$ cat src/rtl/rst_seq.sv
module rst_seq #(
  parameter int EXT_MIN      = 4,
  parameter int BOD_MIN      = 4,
  parameter int DLY_BASE_LOG = 2,
  parameter int DLY_STEP_LOG = 4
) (
  input  logic       clk,
  input  logic       por_req,
  input  logic       ext_rst_n,
  input  logic       wdt_req,
  input  logic       bod_req,
  input  logic       bod_en,
  input  logic       dbg_req,
  input  logic [1:0] dly_sel,
  input  logic       wr_en,
  input  logic [4:0] wr_data,
  output logic       rst_out,
  output logic [4:0] cause
);
  localparam int CW = DLY_BASE_LOG + 3 * DLY_STEP_LOG + 1;
  localparam int EW = $clog2(EXT_MIN + 1);
  localparam int BW = $clog2(BOD_MIN + 1);

  logic [EW-1:0] ext_cnt;
  logic [BW-1:0] bod_cnt;
  logic [CW-1:0] dly_cnt;
  logic [CW-1:0] dly_lim;
  logic [1:0]    rel_q;
  logic          ext_ok, bod_ok, any_req, dly_done;

  assign ext_ok   = (ext_cnt == EW'(EXT_MIN));
  assign bod_ok   = (bod_cnt == BW'(BOD_MIN));
  assign any_req  = por_req | wdt_req | dbg_req | ext_ok | bod_ok;
  assign dly_lim  = CW'(1) << (DLY_BASE_LOG + DLY_STEP_LOG * int'(dly_sel));
  assign dly_done = (dly_cnt >= dly_lim);
  assign rst_out  = ~rel_q[1];

  always_ff @(posedge clk or posedge por_req) begin
    if (por_req)     ext_cnt <= '0;
    else if (ext_rst_n) ext_cnt <= '0;
    else if (!ext_ok)   ext_cnt <= ext_cnt + 1'b1;
  end

  always_ff @(posedge clk or posedge por_req) begin
    if (por_req)                bod_cnt <= '0;
    else if (!(bod_req && bod_en)) bod_cnt <= '0;
    else if (!bod_ok)              bod_cnt <= bod_cnt + 1'b1;
  end

  always_ff @(posedge clk or posedge any_req) begin
    if (any_req) begin
      dly_cnt <= '0;
      rel_q   <= 2'b00;
    end else begin
      if (!dly_done) dly_cnt <= dly_cnt + 1'b1;
      rel_q <= {rel_q[0], dly_done};
    end
  end

  always_ff @(posedge clk or posedge por_req) begin
    if (por_req) cause <= 5'b00001;
    else cause <= (cause & (wr_en ? wr_data : 5'b11111))
                | {dbg_req, wdt_req, bod_ok, ext_ok, 1'b0};
  end
endmodule


$ cat config.mk
export PLATFORM = sky130hd
export DESIGN_NAME = rst_seq
export DESIGN_NICKNAME = d
export VERILOG_FILES = /design/src/rtl/rst_seq.sv
export SDC_FILE = /design/constraint.sdc
export NUM_CORES = 1
export LEC_CHECK = 0
export ABC_AREA = 1
export BUFFER_PORTS_ARGS = -buffer_cell sky130_fd_sc_hd__buf_4
export CAP_MARGIN = 25
export CORE_MARGIN = 3
export CORE_UTILIZATION = 40
export CTS_CLUSTER_SIZE = 24
export DETAILED_ROUTE_END_ITERATION = 12
export GPL_TIMING_DRIVEN = 1
export PLACE_DENSITY_LB_ADDON = 0.15
export SLEW_MARGIN = 20
export SYNTH_ARGS = -nofsm -noshare
export SYNTH_HDL_FRONTEND = slang
export SYNTH_SLANG_ARGS = --single-unit
$ cat constraint.sdc
create_clock -name clk -period 3.3 [get_ports clk]
set_input_delay 0.33 -clock clk [delete_from_list [all_inputs] [get_ports clk]]
set_output_delay 0.33 -clock clk [all_outputs]
set_load 0.03 [all_outputs]
; ---- Word level (Yosys, flattened, before mapping)
; Index checks and enable logic that the tools add are counted.
[totals]
reg_bits = 28
in_bits = 15
output_inout_bits = 6
wordCells = 28
[classes]
n_addsub = 4
order_cmp = 1
n_eq_ne = 4
shifts = 1
n_mux = 5
bitwise_logic = 7
reduce_logical = 1
[op_table]
columns = cell, n
row1 = $add 15x1->15 const B, 1
row2 = $ge 15x15->1, 1
row3 = $shl 1x5->15 const A, 1
row4 = $mux 3, 4
row5 = $add 3x1->3 const B, 2
row6 = $eq 3x3->1 const B, 2
row7 = $add 2x4->5 const A, 1
row8 = $and 5x5->5, 1
row9 = $mux 5, 1
row10 = $or 5x5->5, 1
row11 = $ne 2x2->1 const B, 2
row12 = $or 1x1->1, 4
row13 = $logic_and 1x1->1, 1
row14 = $not 1->1, 1

; ---- Longest topological paths before layout
[logic_depth]
depth_word = 4
depth_mapped = 12
mapped_depth_nobuf = 11

; ---- Worst setup path before layout
; Ideal clock, no wire load.
[synth_timing]
path_kind = register to register
start = register dly_cnt[2]
end = register dly_cnt[5]
setup_time_ns = 0.117
t_arrival_ns = 1.420
required_time_ns = 3.183
slack_ns = 1.763
path_stages_with_launch = 10
n_path_buf = 1
synth_period_minus_slack_ns = 1.537
path_cell_list = dfrtp_1 ha_1 or2_1 nand3_1 nand2_1 nand2_4 nand2_4 buf_6 nand2_1 nand2_1
[synth_via]
elab_chain_cells = 1
word_cells_on_any_way = 2
cone_classes = add/sub (1) / order compare (1)
[synth_lines]
columns = element, line
row1 = from (decl), 26  ; logic [CW-1:0] dly_cnt;
row2 = from (signal assigned), 55  ; if (!dly_done) dly_cnt <= dly_cnt + 1'b1;
row3 = $ge 15x15->1, 35  ; assign dly_done = (dly_cnt >= dly_lim);
row4 = via dly_done, 29  ; logic ext_ok, bod_ok, any_req, dly_done;
; The timed path passes the listed nets, and every way through them passes these cells.
; A chain may end at the register's enable or synchronous reset.

; ---- Worst setup path after layout
[layout_timing]
start = register dly_cnt[2]
end = register dly_cnt[12]
[layout_via]
elab_chain_cells = 1
word_cells_on_any_way = 2
cone_classes = add/sub (1) / order compare (1)
[layout_lines]
columns = element, line
row1 = $add 15x1->15 or $ge 15x15->1 (tied branches), "55, 35"
; Several ways; a longest one is shown, not always the timed one.

==> impl_metrics.tcl <==
set metrics [dict create \
    portBuffers 20 \
    syn_area_mm2 0.001735 \
    insertion_delay_ns 0.28 \
    arrival_ns 1.92 \
    cp_max_fo 16 \
    grt_overflow 0 \
    layout_common_cells "80 x nand2_1, 31 x inv_1, 31 x nand3_1, 27 x dfrtp_1, 21 x buf_4" \
    start_kind "flop" \
    grt_pass1_vias 1337 \
    reg2regPathDepth 8 \
    synth_cells 229 \
    status "finished, final reports clean" \
    cts_tree "done" \
    cts-root-buf "clkbuf_8" \
    vias 1423 \
    multi_input_area_um2 873.3 \
    grt_pass1_wl_um 5940 \
    gp_congestion 0.8037 \
    fmax_ghz 0.5735 \
    r2r-start "dly_cnt[2]" \
    start_util_pct 42.47 \
    htreeDepth 1 \
    die_h_um 71.87 \
    drtIter0Drc 87 \
    synthDistinctLibCells 25 \
    required_ns 3.47 \
    area.growth.synth_to_final_pct 15.36 \
    ioPinCount 21 \
    drv_slew 0 \
    post-dp-hpwl_um 2482 \
    drive_gt1_share_pct 16.33 \
    timing.final.crit_share_pct 52.84 \
    antenna_found_initial 0 \
    setup_violations 0 \
    viasPerCell 4.728 \
    cts.sinks 28 \
    clk_pin_slew_ns 0.10 \
    ir_worst_vdd_v 0.0003967 \
    dieArea_mm2 0.005165 \
    max_cap_violations 0 \
    ant_nets 0 \
    reg2reg_to "dly_cnt[12]" \
    die_x_um 71.87 \
    final_common_cell "nand2_1" \
    p_clk_share_pct 25.2 \
    period_minus_slack_ns 1.744 \
    worst_pin_slew_ns 0.4599 \
    drc 0 \
    ys_seq_area_share_pct 40.45 \
    grt.total_usage_pct 14.37 \
    ff_latch_area_um2 701.9 \
    seqPwrFrac_pct 42.3 \
    wirelength_um 3351 \
    grt_max_degree 18 \
    p_switching_uw 387.1 \
    n_fill_cell 410 \
    p_sw_share_pct 35.55 \
    first_pass_iters 4 \
    post_cts_buffers 0 \
    cts.path.max_buffers 2 \
    num_rows 23 \
    cts_buffers 3 \
    clock_skew_ns 0.008519 \
    cts_hold_buf 0 \
    power_density_mw_per_mm2 543.9 \
    timing.setup.tns_ns 0 \
    diodes 0 \
    reg2reg_slack_ns 1.56 \
    end_kind "flop" \
    finalHoldViolations 0 \
    coreArea_mm2 0.004086 \
    combPwrFrac_pct 32.6 \
    grt_setup_unrepaired "false" \
    synth_warnings 0 \
    intPower_uw 701.7 \
    hold_path_class "in -> async" \
    wire_per_inst_um 11.13 \
    syn_nets 254 \
    finalNetCount 277 \
    max-slew-margin-rel_pct 69.22 \
    synth_seq_cells 28 \
    criticalPathCategory "reg -> reg" \
    cts_resized 0 \
    holdWs_ns 0.03628 \
    power_leakage_uw 0.001117 \
    avgSynthCellArea_um2 7.578 \
]
## per-stage QoR
step | area, µm² | instances | worst slack, ns | total power, µW | util (%)
floorplan | 1735 | 229 | 1.025 | 744.9 | -
finish | 2002 | 301 | 1.556 | 1089 | 48.99
detailed placement | 1931 | 297 | 1.471 | 825.7 | 47.24
global route | 2002 | 301 | 1.377 | 1170 | 48.99
global placement | 1931 | 297 | 1.492 | 821.0 | 47.24
CTS | 2002 | 301 | 1.526 | 1105 | 48.99
## sequential cells by signal, summed over array words and instances, names as in the netlist
register  flops
dly_cnt      15
cause         5
bod_cnt       3
ext_cnt       3
rel_q         2
## worst max-delay path, cell delays in order (launching register included)
cell and delay (ns):
dfrtp_1 0.46, ha_1 0.31, or2_1 0.20, nand3_1 0.08
nand2_1 0.09, nand2_4 0.19, nand2_4 0.17, nand2_1 0.09
nand2_1 0.05
## logic make-up after synthesis
kind of cell / Yosys count / share of synthesized area [%]
simple gates: 133 / 35.69
buf+inv: 39 / 9.517
fa+ha+maj: 10 / 7.210
xor+xnor: 7 / 3.533
flops: 28 / 40.45
compound gates: 12 / 3.605
## worst max path at each step
stage | slack [ns] | end | from
after CTS | 1.53 | dly_cnt[12] | dly_cnt[6]
after global routing | 1.38 | dly_cnt[13] | dly_cnt[6]
final | 1.56 | dly_cnt[12] | dly_cnt[2]
after detailed placement | 1.47 | dly_cnt[12] | dly_sel[1]
after floorplan | 1.03 | dly_cnt[0] | bod_cnt[0]
after global placement | 1.49 | dly_cnt[12] | dly_sel[1]
## layout make-up
cell class | instances | area share [%]
Multi-Input combinational cell | 162 | 43.63
Tap cell | 50 | 3.125
Timing Repair Buffer | 21 | 7.875
Inverter | 36 | 6.750
Clock inverter | 1 | 1.500
Sequential cell | 28 | 35.06
Clock buffer | 3 | 2.063
## synthesized netlist by cell type
master / number / area (µm²)
xnor2_1: 2 / 17.52
nor2_2: 2 / 12.51
nand2_4: 2 / 22.52
o21ai_0: 10 / 50.05
inv_1: 31 / 116.4
nor2_1: 5 / 18.77
nand2_1: 80 / 300.3
ha_1: 10 / 125.1
nand3_1: 31 / 155.2
o21a_1: 1 / 7.510
or2_1: 1 / 6.260
buf_4: 1 / 7.510
a21oi_1: 1 / 5.000
dfstp_2: 1 / 26.28
nor3_1: 1 / 5.000
buf_6: 2 / 22.52
nor2_4: 2 / 22.52
nand3b_1: 2 / 15.01
nor2_8: 1 / 20.02
nand4_1: 4 / 25.02
inv_2: 5 / 18.77
xor2_1: 5 / 43.79
dfrtp_1: 27 / 675.7
nand3_2: 1 / 10.01
nand2_2: 1 / 6.260
## metal layers
| layer | vias up | global-route usage (%) | wire (µm) |
|---|---|---|---|
| met2 | 16 | 24.08 | 1536 |
| met4 | 0 | 4.384 | 56 |
| met5 | - | 0 | 0 |
| li1 | 759 | - | - |
| met3 | 7 | 2.945 | 99 |
| met1 | 641 | 18.60 | 1659 |
## power by group through the flow
stage	clock [µW]	combinational [µW]	sequential [µW]
after global placement	0	352	469
after CTS	283	361	461
after detailed placement	0	358	468
after global routing	297	404	468
final	274	355	460
after floorplan	0	278	467
Power figures use the tool's default switching activity.
